--- src/rtl/npp_pkg.sv ---
package npp_pkg;

  typedef enum logic [2:0] {
    ST_IDLE, ST_PRE, ST_CMD1, ST_ADDR, ST_DATA, ST_CMD2, ST_WAIT, ST_DONE
  } seqState_e;

  typedef enum logic [2:0] {
    CH_OFF, CH_ARM, CH_BUSY, CH_OK, CH_DROP, CH_FAIL
  } chipState_e;

  typedef struct packed {
    logic       capture;
    logic       ceOn;
    logic       cleOn;
    logic       aleOn;
    logic       weLow;
    logic       oeOn;
    logic       loadCmdIn;
    logic       loadCmdGo;
    logic       loadAddr;
    logic [2:0] addrIdx;
    logic       loadData;
    logic       monStart;
    logic       finish;
  } busCtl_t;

  localparam logic [7:0] CMD_DATA_IN = 8'h80;
  localparam logic [7:0] CMD_CONFIRM = 8'h10;

endpackage

--- src/rtl/npp_ctrl.sv ---
module npp_ctrl
  import npp_pkg::*;
#(
  parameter int STROBE_LOW  = 5,
  parameter int STROBE_HIGH = 5,
  parameter int ADDR_CYCLES = 5,
  parameter int PAGE_BYTES  = 8640
) (
  input  logic    clk,
  input  logic    rstN,
  input  logic    start,
  input  logic    monDone,
  output busCtl_t ctl
);
  localparam int SLOT_LEN = STROBE_LOW + STROBE_HIGH;
  localparam int SLOT_W   = $clog2(SLOT_LEN + 1);
  localparam int IDX_W    = $clog2(PAGE_BYTES + ADDR_CYCLES + 1);
  localparam logic [SLOT_W-1:0] SLOT_LAST = SLOT_W'(SLOT_LEN - 1);
  localparam logic [SLOT_W-1:0] LOW_END   = SLOT_W'(STROBE_LOW);
  localparam logic [IDX_W-1:0]  ADDR_LAST = IDX_W'(ADDR_CYCLES - 1);
  localparam logic [IDX_W-1:0]  DATA_LAST = IDX_W'(PAGE_BYTES - 1);

  seqState_e          state;
  logic [SLOT_W-1:0]  slotCnt;
  logic [IDX_W-1:0]   idx;
  logic               slotted, busSlot, slotEnd, slotHead;

  assign busSlot  = state inside {ST_CMD1, ST_ADDR, ST_DATA, ST_CMD2};
  assign slotted  = busSlot || (state == ST_PRE);
  assign slotEnd  = slotted && (slotCnt == SLOT_LAST);
  assign slotHead = busSlot && (slotCnt == '0);

  always_ff @(posedge clk or negedge rstN) begin
    if (!rstN) begin
      state   <= ST_IDLE;
      slotCnt <= '0;
      idx     <= '0;
    end else begin
      slotCnt <= (slotted && !slotEnd) ? slotCnt + 1'b1 : '0;
      case (state)
        ST_IDLE: begin
          idx <= '0;
          if (start) state <= ST_PRE;
        end
        ST_PRE:  if (slotEnd) state <= ST_CMD1;
        ST_CMD1: if (slotEnd) begin
          state <= ST_ADDR;
          idx   <= '0;
        end
        ST_ADDR: if (slotEnd) begin
          if (idx == ADDR_LAST) begin
            state <= ST_DATA;
            idx   <= '0;
          end else begin
            idx <= idx + 1'b1;
          end
        end
        ST_DATA: if (slotEnd) begin
          if (idx == DATA_LAST) state <= ST_CMD2;
          else                  idx   <= idx + 1'b1;
        end
        ST_CMD2: if (slotEnd) state <= ST_WAIT;
        ST_WAIT: if (monDone) state <= ST_DONE;
        default: state <= ST_IDLE;
      endcase
    end
  end

  always_comb begin
    ctl           = '0;
    ctl.capture   = (state == ST_IDLE) && start;
    ctl.ceOn      = slotted || (state == ST_WAIT);
    ctl.cleOn     = (state == ST_CMD1) || (state == ST_CMD2);
    ctl.aleOn     = (state == ST_ADDR);
    ctl.oeOn      = busSlot;
    ctl.weLow     = busSlot && (slotCnt < LOW_END);
    ctl.loadCmdIn = slotHead && (state == ST_CMD1);
    ctl.loadCmdGo = slotHead && (state == ST_CMD2);
    ctl.loadAddr  = slotHead && (state == ST_ADDR);
    ctl.addrIdx   = 3'(idx);
    ctl.loadData  = slotHead && (state == ST_DATA);
    ctl.monStart  = slotEnd && (state == ST_CMD2);
    ctl.finish    = (state == ST_DONE);
  end

endmodule

--- src/rtl/npp_dpath.sv ---
module npp_dpath
  import npp_pkg::*;
#(
  parameter int NUM_CHIPS  = 4,
  parameter int COL_CYCLES = 2,
  parameter int ROW_CYCLES = 3
) (
  input  logic                    clk,
  input  logic                    rstN,
  input  busCtl_t                 ctl,
  input  logic [8*ROW_CYCLES-1:0] pageAddr,
  input  logic [7:0]              dataIn,
  input  logic [NUM_CHIPS-1:0]    failVec,
  output logic [7:0]              ioOut,
  output logic                    ioOe,
  output logic                    cle,
  output logic                    ale,
  output logic                    weN,
  output logic                    reN,
  output logic [NUM_CHIPS-1:0]    ceN,
  output logic                    byteTake,
  output logic                    done,
  output logic [NUM_CHIPS-1:0]    chipFail
);
  localparam int ROW_W = 8 * ROW_CYCLES;

  logic [ROW_W-1:0] pageReg;
  logic [7:0]       addrByte;

  assign reN = 1'b1;

  always_comb begin
    addrByte = 8'h00;
    for (int r = 0; r < ROW_CYCLES; r++) begin
      if (int'(ctl.addrIdx) == COL_CYCLES + r) addrByte = pageReg[8*r +: 8];
    end
  end

  always_ff @(posedge clk or negedge rstN) begin
    if (!rstN) begin
      ioOut    <= '0;
      ioOe     <= 1'b0;
      cle      <= 1'b0;
      ale      <= 1'b0;
      weN      <= 1'b1;
      ceN      <= '1;
      byteTake <= 1'b0;
      done     <= 1'b0;
      chipFail <= '0;
      pageReg  <= '0;
    end else begin
      cle      <= ctl.cleOn;
      ale      <= ctl.aleOn;
      weN      <= !ctl.weLow;
      ceN      <= {NUM_CHIPS{!ctl.ceOn}};
      ioOe     <= ctl.oeOn;
      byteTake <= ctl.loadData;
      done     <= ctl.finish;
      if (ctl.capture) begin
        pageReg  <= pageAddr;
        chipFail <= '0;
      end else if (ctl.finish) begin
        chipFail <= failVec;
      end
      if (ctl.loadCmdIn)      ioOut <= CMD_DATA_IN;
      else if (ctl.loadCmdGo) ioOut <= CMD_CONFIRM;
      else if (ctl.loadAddr)  ioOut <= addrByte;
      else if (ctl.loadData)  ioOut <= dataIn;
    end
  end

endmodule

--- src/rtl/npp_rbmon.sv ---
module npp_rbmon
  import npp_pkg::*;
#(
  parameter int NUM_CHIPS   = 4,
  parameter int TIMEOUT_CYC = 260000,
  parameter int BUSY_WIN    = 1000
) (
  input  logic                 clk,
  input  logic                 rstN,
  input  logic                 monStart,
  input  logic [NUM_CHIPS-1:0] rbN,
  output logic                 allDone,
  output logic [NUM_CHIPS-1:0] failVec
);
  localparam int CNT_W = $clog2(TIMEOUT_CYC + 1);
  localparam logic [CNT_W-1:0] TO_LAST  = CNT_W'(TIMEOUT_CYC - 1);
  localparam logic [CNT_W-1:0] WIN_LAST = CNT_W'(BUSY_WIN - 1);
  localparam logic [CNT_W-1:0] CNT_MAX  = CNT_W'(TIMEOUT_CYC);

  logic [NUM_CHIPS-1:0] rbMeta, rbSync, resolvedV;
  logic [CNT_W-1:0]     waitCnt;

  always_ff @(posedge clk or negedge rstN) begin
    if (!rstN) begin
      rbMeta  <= '1;
      rbSync  <= '1;
      waitCnt <= '0;
    end else begin
      rbMeta <= rbN;
      rbSync <= rbMeta;
      if (monStart)               waitCnt <= '0;
      else if (waitCnt != CNT_MAX) waitCnt <= waitCnt + 1'b1;
    end
  end

  for (genvar g = 0; g < NUM_CHIPS; g++) begin : g_chip
    chipState_e st;
    always_ff @(posedge clk or negedge rstN) begin
      if (!rstN) begin
        st <= CH_OFF;
      end else if (monStart) begin
        st <= CH_ARM;
      end else begin
        case (st)
          CH_ARM: begin
            if (!rbSync[g])              st <= CH_BUSY;
            else if (waitCnt >= WIN_LAST) st <= CH_DROP;
          end
          CH_BUSY: begin
            if (rbSync[g])               st <= CH_OK;
            else if (waitCnt >= TO_LAST) st <= CH_FAIL;
          end
          default: st <= st;
        endcase
      end
    end
    assign resolvedV[g] = st inside {CH_OK, CH_DROP, CH_FAIL};
    assign failVec[g]   = (st == CH_FAIL);
  end

  assign allDone = &resolvedV;

endmodule

--- src/rtl/nand_page_prog.sv ---
module nand_page_prog
  import npp_pkg::*;
#(
  parameter int NUM_CHIPS   = 4,
  parameter int MAIN_BYTES  = 8192,
  parameter int SPARE_BYTES = 448,
  parameter int STROBE_LOW  = 5,
  parameter int STROBE_HIGH = 5,
  parameter int COL_CYCLES  = 2,
  parameter int ROW_CYCLES  = 3,
  parameter int TIMEOUT_CYC = 260000,
  parameter int BUSY_WIN    = 1000
) (
  input  logic                    clk,
  input  logic                    rstN,
  input  logic                    start,
  input  logic [8*ROW_CYCLES-1:0] pageAddr,
  input  logic [7:0]              dataIn,
  output logic                    byteTake,
  output logic                    done,
  output logic [NUM_CHIPS-1:0]    chipFail,
  output logic                    cle,
  output logic                    ale,
  output logic                    weN,
  output logic                    reN,
  output logic [NUM_CHIPS-1:0]    ceN,
  output logic [7:0]              ioOut,
  output logic                    ioOe,
  input  logic [NUM_CHIPS-1:0]    rbN
);
  localparam int PAGE_BYTES  = MAIN_BYTES + SPARE_BYTES;
  localparam int ADDR_CYCLES = COL_CYCLES + ROW_CYCLES;

  busCtl_t              ctl;
  logic                 monDone;
  logic [NUM_CHIPS-1:0] failVec;

  npp_ctrl #(
    .STROBE_LOW (STROBE_LOW),
    .STROBE_HIGH(STROBE_HIGH),
    .ADDR_CYCLES(ADDR_CYCLES),
    .PAGE_BYTES (PAGE_BYTES)
  ) u_ctrl (
    .clk    (clk),
    .rstN   (rstN),
    .start  (start),
    .monDone(monDone),
    .ctl    (ctl)
  );

  npp_dpath #(
    .NUM_CHIPS (NUM_CHIPS),
    .COL_CYCLES(COL_CYCLES),
    .ROW_CYCLES(ROW_CYCLES)
  ) u_dpath (
    .clk     (clk),
    .rstN    (rstN),
    .ctl     (ctl),
    .pageAddr(pageAddr),
    .dataIn  (dataIn),
    .failVec (failVec),
    .ioOut   (ioOut),
    .ioOe    (ioOe),
    .cle     (cle),
    .ale     (ale),
    .weN     (weN),
    .reN     (reN),
    .ceN     (ceN),
    .byteTake(byteTake),
    .done    (done),
    .chipFail(chipFail)
  );

  npp_rbmon #(
    .NUM_CHIPS  (NUM_CHIPS),
    .TIMEOUT_CYC(TIMEOUT_CYC),
    .BUSY_WIN   (BUSY_WIN)
  ) u_rbmon (
    .clk     (clk),
    .rstN    (rstN),
    .monStart(ctl.monStart),
    .rbN     (rbN),
    .allDone (monDone),
    .failVec (failVec)
  );

endmodule

--- config.mk ---
export PLATFORM = sky130hd
export DESIGN_NAME = nand_page_prog
export DESIGN_NICKNAME = d
export VERILOG_FILES = /design/src/rtl/npp_pkg.sv /design/src/rtl/npp_ctrl.sv /design/src/rtl/npp_dpath.sv /design/src/rtl/npp_rbmon.sv /design/src/rtl/nand_page_prog.sv
export SDC_FILE = /design/constraint.sdc
export NUM_CORES = 1
export LEC_CHECK = 0
export BUFFER_PORTS_ARGS = -buffer_cell sky130_fd_sc_hd__clkbuf_2
export CORE_MARGIN = 5
export CORE_UTILIZATION = 35
export CTS_BUF_LIST = sky130_fd_sc_hd__clkbuf_8
export DETAILED_ROUTE_END_ITERATION = 12
export GPL_TIMING_DRIVEN = 0
export PLACE_DENSITY = 0.51
export SLEW_MARGIN = 20
export SYNTH_ARGS = -nofsm -noshare
export SYNTH_HDL_FRONTEND = slang
export SYNTH_SLANG_ARGS = --single-unit
export TNS_END_PERCENT = 50
--- constraint.sdc ---
create_clock -name clk -period 3.3 [get_ports clk]
set_input_delay 0.33 -clock clk [delete_from_list [all_inputs] [get_ports clk]]
set_output_delay 0.33 -clock clk [all_outputs]
set_load 0.01 [all_outputs]
Word level (Yosys, flattened, before mapping). Index checks and enable logic that the tools add are counted.

Reduce and logical (&&, ||, !) cells: 38. Equal/unequal tests: 52. Order comparisons: 3. Multiplexer cells: 46. $add $sub $neg: 3.

Operators by type and width (count): two-way mux 14 bit (5); two-way mux 3 bit (23); two-way mux 8 bit (7); case mux 14 bit (4 select lines) (1); == test 3 bit, second input constant (15); two-way mux 18 bit (2); == test 3 x 2 -> 1 bit, second input constant (10); case mux 3 bit (2 select lines) (4); nonzero test 3 bit (8); case mux 3 bit (7 select lines) (1); adder 18 x 1 -> 18 bit, second input constant (1); greater-or-equal comparator 18 x 10 -> 1 bit, second input constant (1); greater-or-equal comparator 18 bit, second input constant (1); inequality test 18 bit, second input constant (1); inequality test 4 x 1 -> 1 bit, second input constant (4); inequality test 4 x 3 -> 1 bit, second input constant (4); == test 3 x 1 -> 1 bit, second input constant (5); adder 14 x 1 -> 14 bit, second input constant (1); == test 14 bit, second input constant (1); == test 14 x 3 -> 1 bit, second input constant (1); two-way mux 4 bit (3); inequality test 2 bit, second input constant (6); AND reduction 3 bit (4); nonzero test 4 bit (3); 13 further kinds (30).

Register bits after elaboration: 102. Output and inout port bits: 23. Input port bits: 39. Word-level logic and storage cells: 162.

Depth between registers and ports, before layout.
Depth in word-level cells: 8. Gate-level depth with buffers: 8. Depth with buffers taken out: 7.

Hierarchy. Synthesis repeated with hierarchy kept, for this count alone.

Cell total of the unflattened synthesis: 537. Area, all modules: 5451.5 um^2.

By module, submodules not included: npp_rbmon (cells an instance 230, seq. area each 960.9 um^2, times used 1, area an instance 2140.8 um^2); npp_dpath (cells an instance 148, seq. area each 1078.5 um^2, times used 1, area an instance 1893.1 um^2); npp_ctrl (cells an instance 159, seq. area each 525.5 um^2, times used 1, area an instance 1417.6 um^2).

Worst setup path after synthesis. No wires, ideal clock.

Path type: reg2reg. From: register u_ctrl.idx[7]. To: register u_ctrl.idx[11]. Cell stages (with the launch flop): 7. Period minus slack after synthesis: 2137 ps. Setup time: 130 ps. Slack: 1163 ps. Required time: 3170 ps. Data arrival time: 2008 ps. Buffers on the path: 1. Cells stage by stage: dfrtp_1 > or4_1 > or4_4 > o31ai_4 > o211a_1 > buf_6 > a21oi_1.

Word-level cells in the longest chain between the ends: 4. Elaborated cells between the ends (all ways): 10. Those cells by class: add/sub (1); eq/ne (3); mux (5); reduce/logical (1).

Ends and longest elaborated chain: from (decl) (RTL line npp_ctrl.sv:25) `logic [IDX_W-1:0] idx;`; from (signal assigned) (RTL line npp_ctrl.sv:55) `idx <= idx + 1'b1;`; from (signal assigned) (RTL line npp_ctrl.sv:60) `else idx <= idx + 1'b1;`; adder 14 x 1 -> 14 bit or == test 14 x 3 -> 1 bit (tied branches) (RTL line npp_ctrl.sv:55, npp_ctrl.sv:60, npp_ctrl.sv:51); two-way mux 14 bit, on equally long branches (RTL line npp_ctrl.sv:59, npp_ctrl.sv:51); two-way mux 14 bit, on equally long branches (RTL line npp_ctrl.sv:58, npp_ctrl.sv:50); case mux 14 bit (4 select lines) (RTL line npp_ctrl.sv:40) `case (state)`.

Parallel ways exist; a longest one is shown, timed or not. The select of a mux whose other input is x is not followed. A chain may end at the register's enable or synchronous reset.

Final worst setup path.
From: register u_ctrl.slotCnt[0]. To: register u_ctrl.idx[3].

Word-level cells in the longest chain between the ends: 4. Elaborated cells between the ends (all ways): 6. Those cells by class: eq/ne (4); reduce/logical (2).

Ends and longest elaborated chain: from (decl) (RTL line npp_ctrl.sv:24) `logic [SLOT_W-1:0] slotCnt;`; from (signal assigned) (RTL line npp_ctrl.sv:39) `slotCnt <= (slotted && !slotEnd) ? slotCnt + 1'b1 : '0;`; == test 4 bit (*) (RTL line npp_ctrl.sv:30) `assign slotEnd = slotted && (slotCnt == SLOT_LAST);`; logical AND 1 bit (*) (RTL line npp_ctrl.sv:30); inequality test 2 bit (no source line) or inequality test 2 x 1 -> 1 bit (tied branches); AND reduction 5 bit (no source line) (*).

Mark *: on every way between the ends. The rest lies on a longest branch, timed or not.

==> metrics.yaml <==
floorplan:
  die_area_um2: 17300
  initial_utilization_pct: 35.6
  ios: 62
  rows: 44
  die_h_um: 132
  coreArea_um2: 14500
  die_w_um: 132
worst_setup_path:
  critical_path_class: "flip-flop to flip-flop"
  startpoint_type: "flip-flop"
  r2r_cells: 7
  end_kind: "flip-flop"
  worstReg2RegEnd: "u_ctrl.idx[3]$_DFFE_PN0P_"
  arrival_ps: 2790
  worstReg2RegStart: "u_ctrl.slotCnt[0]$_DFF_PN0_"
  r2r_slack_ps: 810
  critPathRequiredTime_ps: 3600
  path_max_fanout: 10
detailed_routing:
  first_iter_violations: 278
  wl_per_cell_um: 15.6
  vias: 4100
  via_per_inst: 5.13
  drc: 0
  drtAntennaViolNets: 0
  dr.pass1.iters: 4
  wl_um: 12500
layout:
  n_antenna_cell: 0
  multi_input_area_um2: 2390
  syn_to_final_growth_pct: 16.2
  seqCellArea_um2: 2560
  final_common_cell: "dfrtp_1"
  final_cell_mix: "dfrtp_1, nor2_1, clkbuf_2"
  fin_nets: 659
  drive_above_1_share_pct: 20.3
  fill_cells: 1462
grt:
  use_met2_pct: 22.8
  met1_usage_pct: 20.3
  grt_max_degree: 72
  grt.total_usage_pct: 14.7
  use_met3_pct: 3.48
  grt_overflow: 0
  grt_most_used_layer: "met2"
  antenna_found_initial: 0
  grt_pass1_vias: 4129
  grt_first_pass_wirelength_um: 21000
power:
  p_comb_share_pct: 33.1
  p_leak_nw: 2.58
  ir_drop_v: 0.000335
  internal_power_w: 0.00264
  power.density_nw_per_um2: 680
  clockPowerShare_pct: 21.9
  p_sw_w: 0.00144
  swShare_pct: 35.3
  seqPwrFrac_pct: 45.0
min_path:
  holdPathEnd: "u_rbmon.rbMeta[0]$_DFF_PN1_"
  hold_class: "input port to flip-flop"
  hp-start: "rbN[0]"
  worstHoldPathCells: 1
synth:
  synth.avg_cell_area_um2: 9.68
  ys_warn_count: 0
  yosys_most_used_dff: "dfrtp_1"
  async_flop_share_pct: 100
  synth-seq-cells: 102
  synth_edf_count: 0
  synth.distinct_cells: 62
  synth_cells: 534
  syn-num-nets: 583
  netlist_area_um2: 5170
  seq_area_frac_synth_pct: 49.6
place:
  dp_slack_ps: 857
  io_buffers: 60
  hpwl_um: 8960
  place.gp.congestion: 0.821
timing:
  setup_tns_ps: 0
  tightestPinTransition_ps: 972
  fin_ws_ps: 811
  slew_viol_final: 0
  clock-skew-final_ps: 13.7
  setup_viol: 0
  slew_headroom_pct: 35.1
  finalCriticalPeriod_ps: 2490
  period_share_pct: 75.4
  finalHoldViolCount: 0
  fmax_mhz: 402
  grt_setup_unrepaired: "false"
job:
  maxCapViolations: 0
clocking:
  cts-root-buf: "clkbuf_8"
  clkLatencyLatePin_ps: 380
  htree_num_levels: 3
  cts_setup_buffers: 0
  path_clk_slew_ps: 100
  cts_made_buffers: 9
  cts_max_path_buffers: 2
  cts.sinks: 102
  tritoncts: "yes"
outcome:
  status: "complete, no violations"
worst max path at each step:
stage                                     start                                  end  slack (ps)  cells after the start
detailed placement    u_ctrl.idx[1]$_DFFE_PN0P_         u_dpath.ioOut[7]$_DFFE_PN0P_         860                      8
floorplan             u_ctrl.idx[7]$_DFFE_PN0P_           u_ctrl.idx[11]$_DFFE_PN0P_        1160                      6
CTS                   u_ctrl.idx[1]$_DFFE_PN0P_         u_dpath.ioOut[7]$_DFFE_PN0P_         820                      8
finish              u_ctrl.slotCnt[0]$_DFF_PN0_            u_ctrl.idx[3]$_DFFE_PN0P_         810                      7
global route          u_ctrl.idx[1]$_DFFE_PN0P_         u_dpath.ioOut[7]$_DFFE_PN0P_         560                      8
global placement                           rstN  u_rbmon.g_chip[3].st[1]$_DFFE_PN0P_         470                      1
routing by layer:
metal  routed length [µm]  vias up
met5                    0        -
met1                 6080     1956
li1                     -     2034
met3                  539       15
met4                  230        0
met2                 5640       95
through the flow:
step,cells,instance area (µm²),total power (W),hold WS (ps),utilization (%)
floorplan,534,5170,0.00276,34.4,-
global placement,778,5700,0.00317,346,39.2
detailed placement,779,5740,0.00323,254,39.5
CTS,798,6000,0.00415,1.18,41.3
global route,799,6010,0.00437,4.13,41.3
finish,799,6010,0.00408,25.5,41.3
area by class of cell:
cell class                 instances  area share, %
clock buffer                      10           2.29
timing repair buffer              65           6.27
sequential                       102           42.7
buffer                            29           2.31
tap                              184           3.83
multi-input combinational        381           39.8
clock inverter                     6           1.42
inverter                          22           1.37
synthesized netlist by cell type (all sizes together) (3+ instances only):
cell type | count | area share, %
dfstp | 10 | 5.1
clkbuf | 20 | 1.5
a21oi | 45 | 4.4
nor3 | 11 | 1.1
nand2 | 41 | 3.0
inv | 22 | 1.6
or3 | 12 | 1.5
nand3b | 4 | 0.58
a211oi | 11 | 1.6
ha | 10 | 2.4
dfrtp | 92 | 45
mux2i | 3 | 0.58
nor2b | 8 | 0.97
buf | 9 | 1.2
nor2 | 67 | 4.9
nand4 | 8 | 0.97
o21ai | 26 | 2.5
o31ai | 5 | 0.99
nor3b | 8 | 1.2
xnor2 | 12 | 2.0
xor2 | 9 | 1.5
nand2b | 3 | 0.36
a211o | 6 | 1.0
and4 | 5 | 0.87
mux2 | 22 | 4.8
or4 | 5 | 0.82
nand4b | 3 | 0.51
nand3 | 22 | 2.1
cells by family (layout without fill, tap and decap cells):
logic type,after synthesis,count (layout),share of synthesized area [%]
simple gates,210,210,20.7
flops,102,102,49.6
xor+xnor,21,21,3.56
fa+ha+maj,10,10,2.42
mux,25,25,5.37
buf+inv,51,132,4.28
compound gates,114,114,14.0
other cells,1,1,0.0725
what timing repair did:
item,in CTS,in global routing
hold buffers,3,1
hold endpoints to repair,32,1
gates resized for setup,0,0
sequential cells by signal (all words and copies together), names as in the netlist, 8 cells and up:
register,count
u_dpath.pageReg,24
u_ctrl.idx,14
u_dpath.ioOut,8
u_rbmon.g_chip.st,12
u_rbmon.waitCnt,18
power groups by stage:
stage | logic (W) | registers, W | clock network [W]
finish | 0.00135 | 0.00184 | 0.000894
global route | 0.00151 | 0.00189 | 0.000972
CTS | 0.00137 | 0.00184 | 0.000934
detailed placement | 0.00136 | 0.00187 | 0
global placement | 0.00132 | 0.00185 | 0
floorplan | 0.000943 | 0.00182 | 0
worst max-delay path, cell delays in order, from the launching register on:
cell and delay, ps:
dfrtp_1 450, ha_1 220, nand3b_1 220, nor2_1 160, o21ai_0 600, clkbuf_1 440
o21ai_0 170, a21oi_1 160
Note: power is estimated with default switching activity, not from simulation.
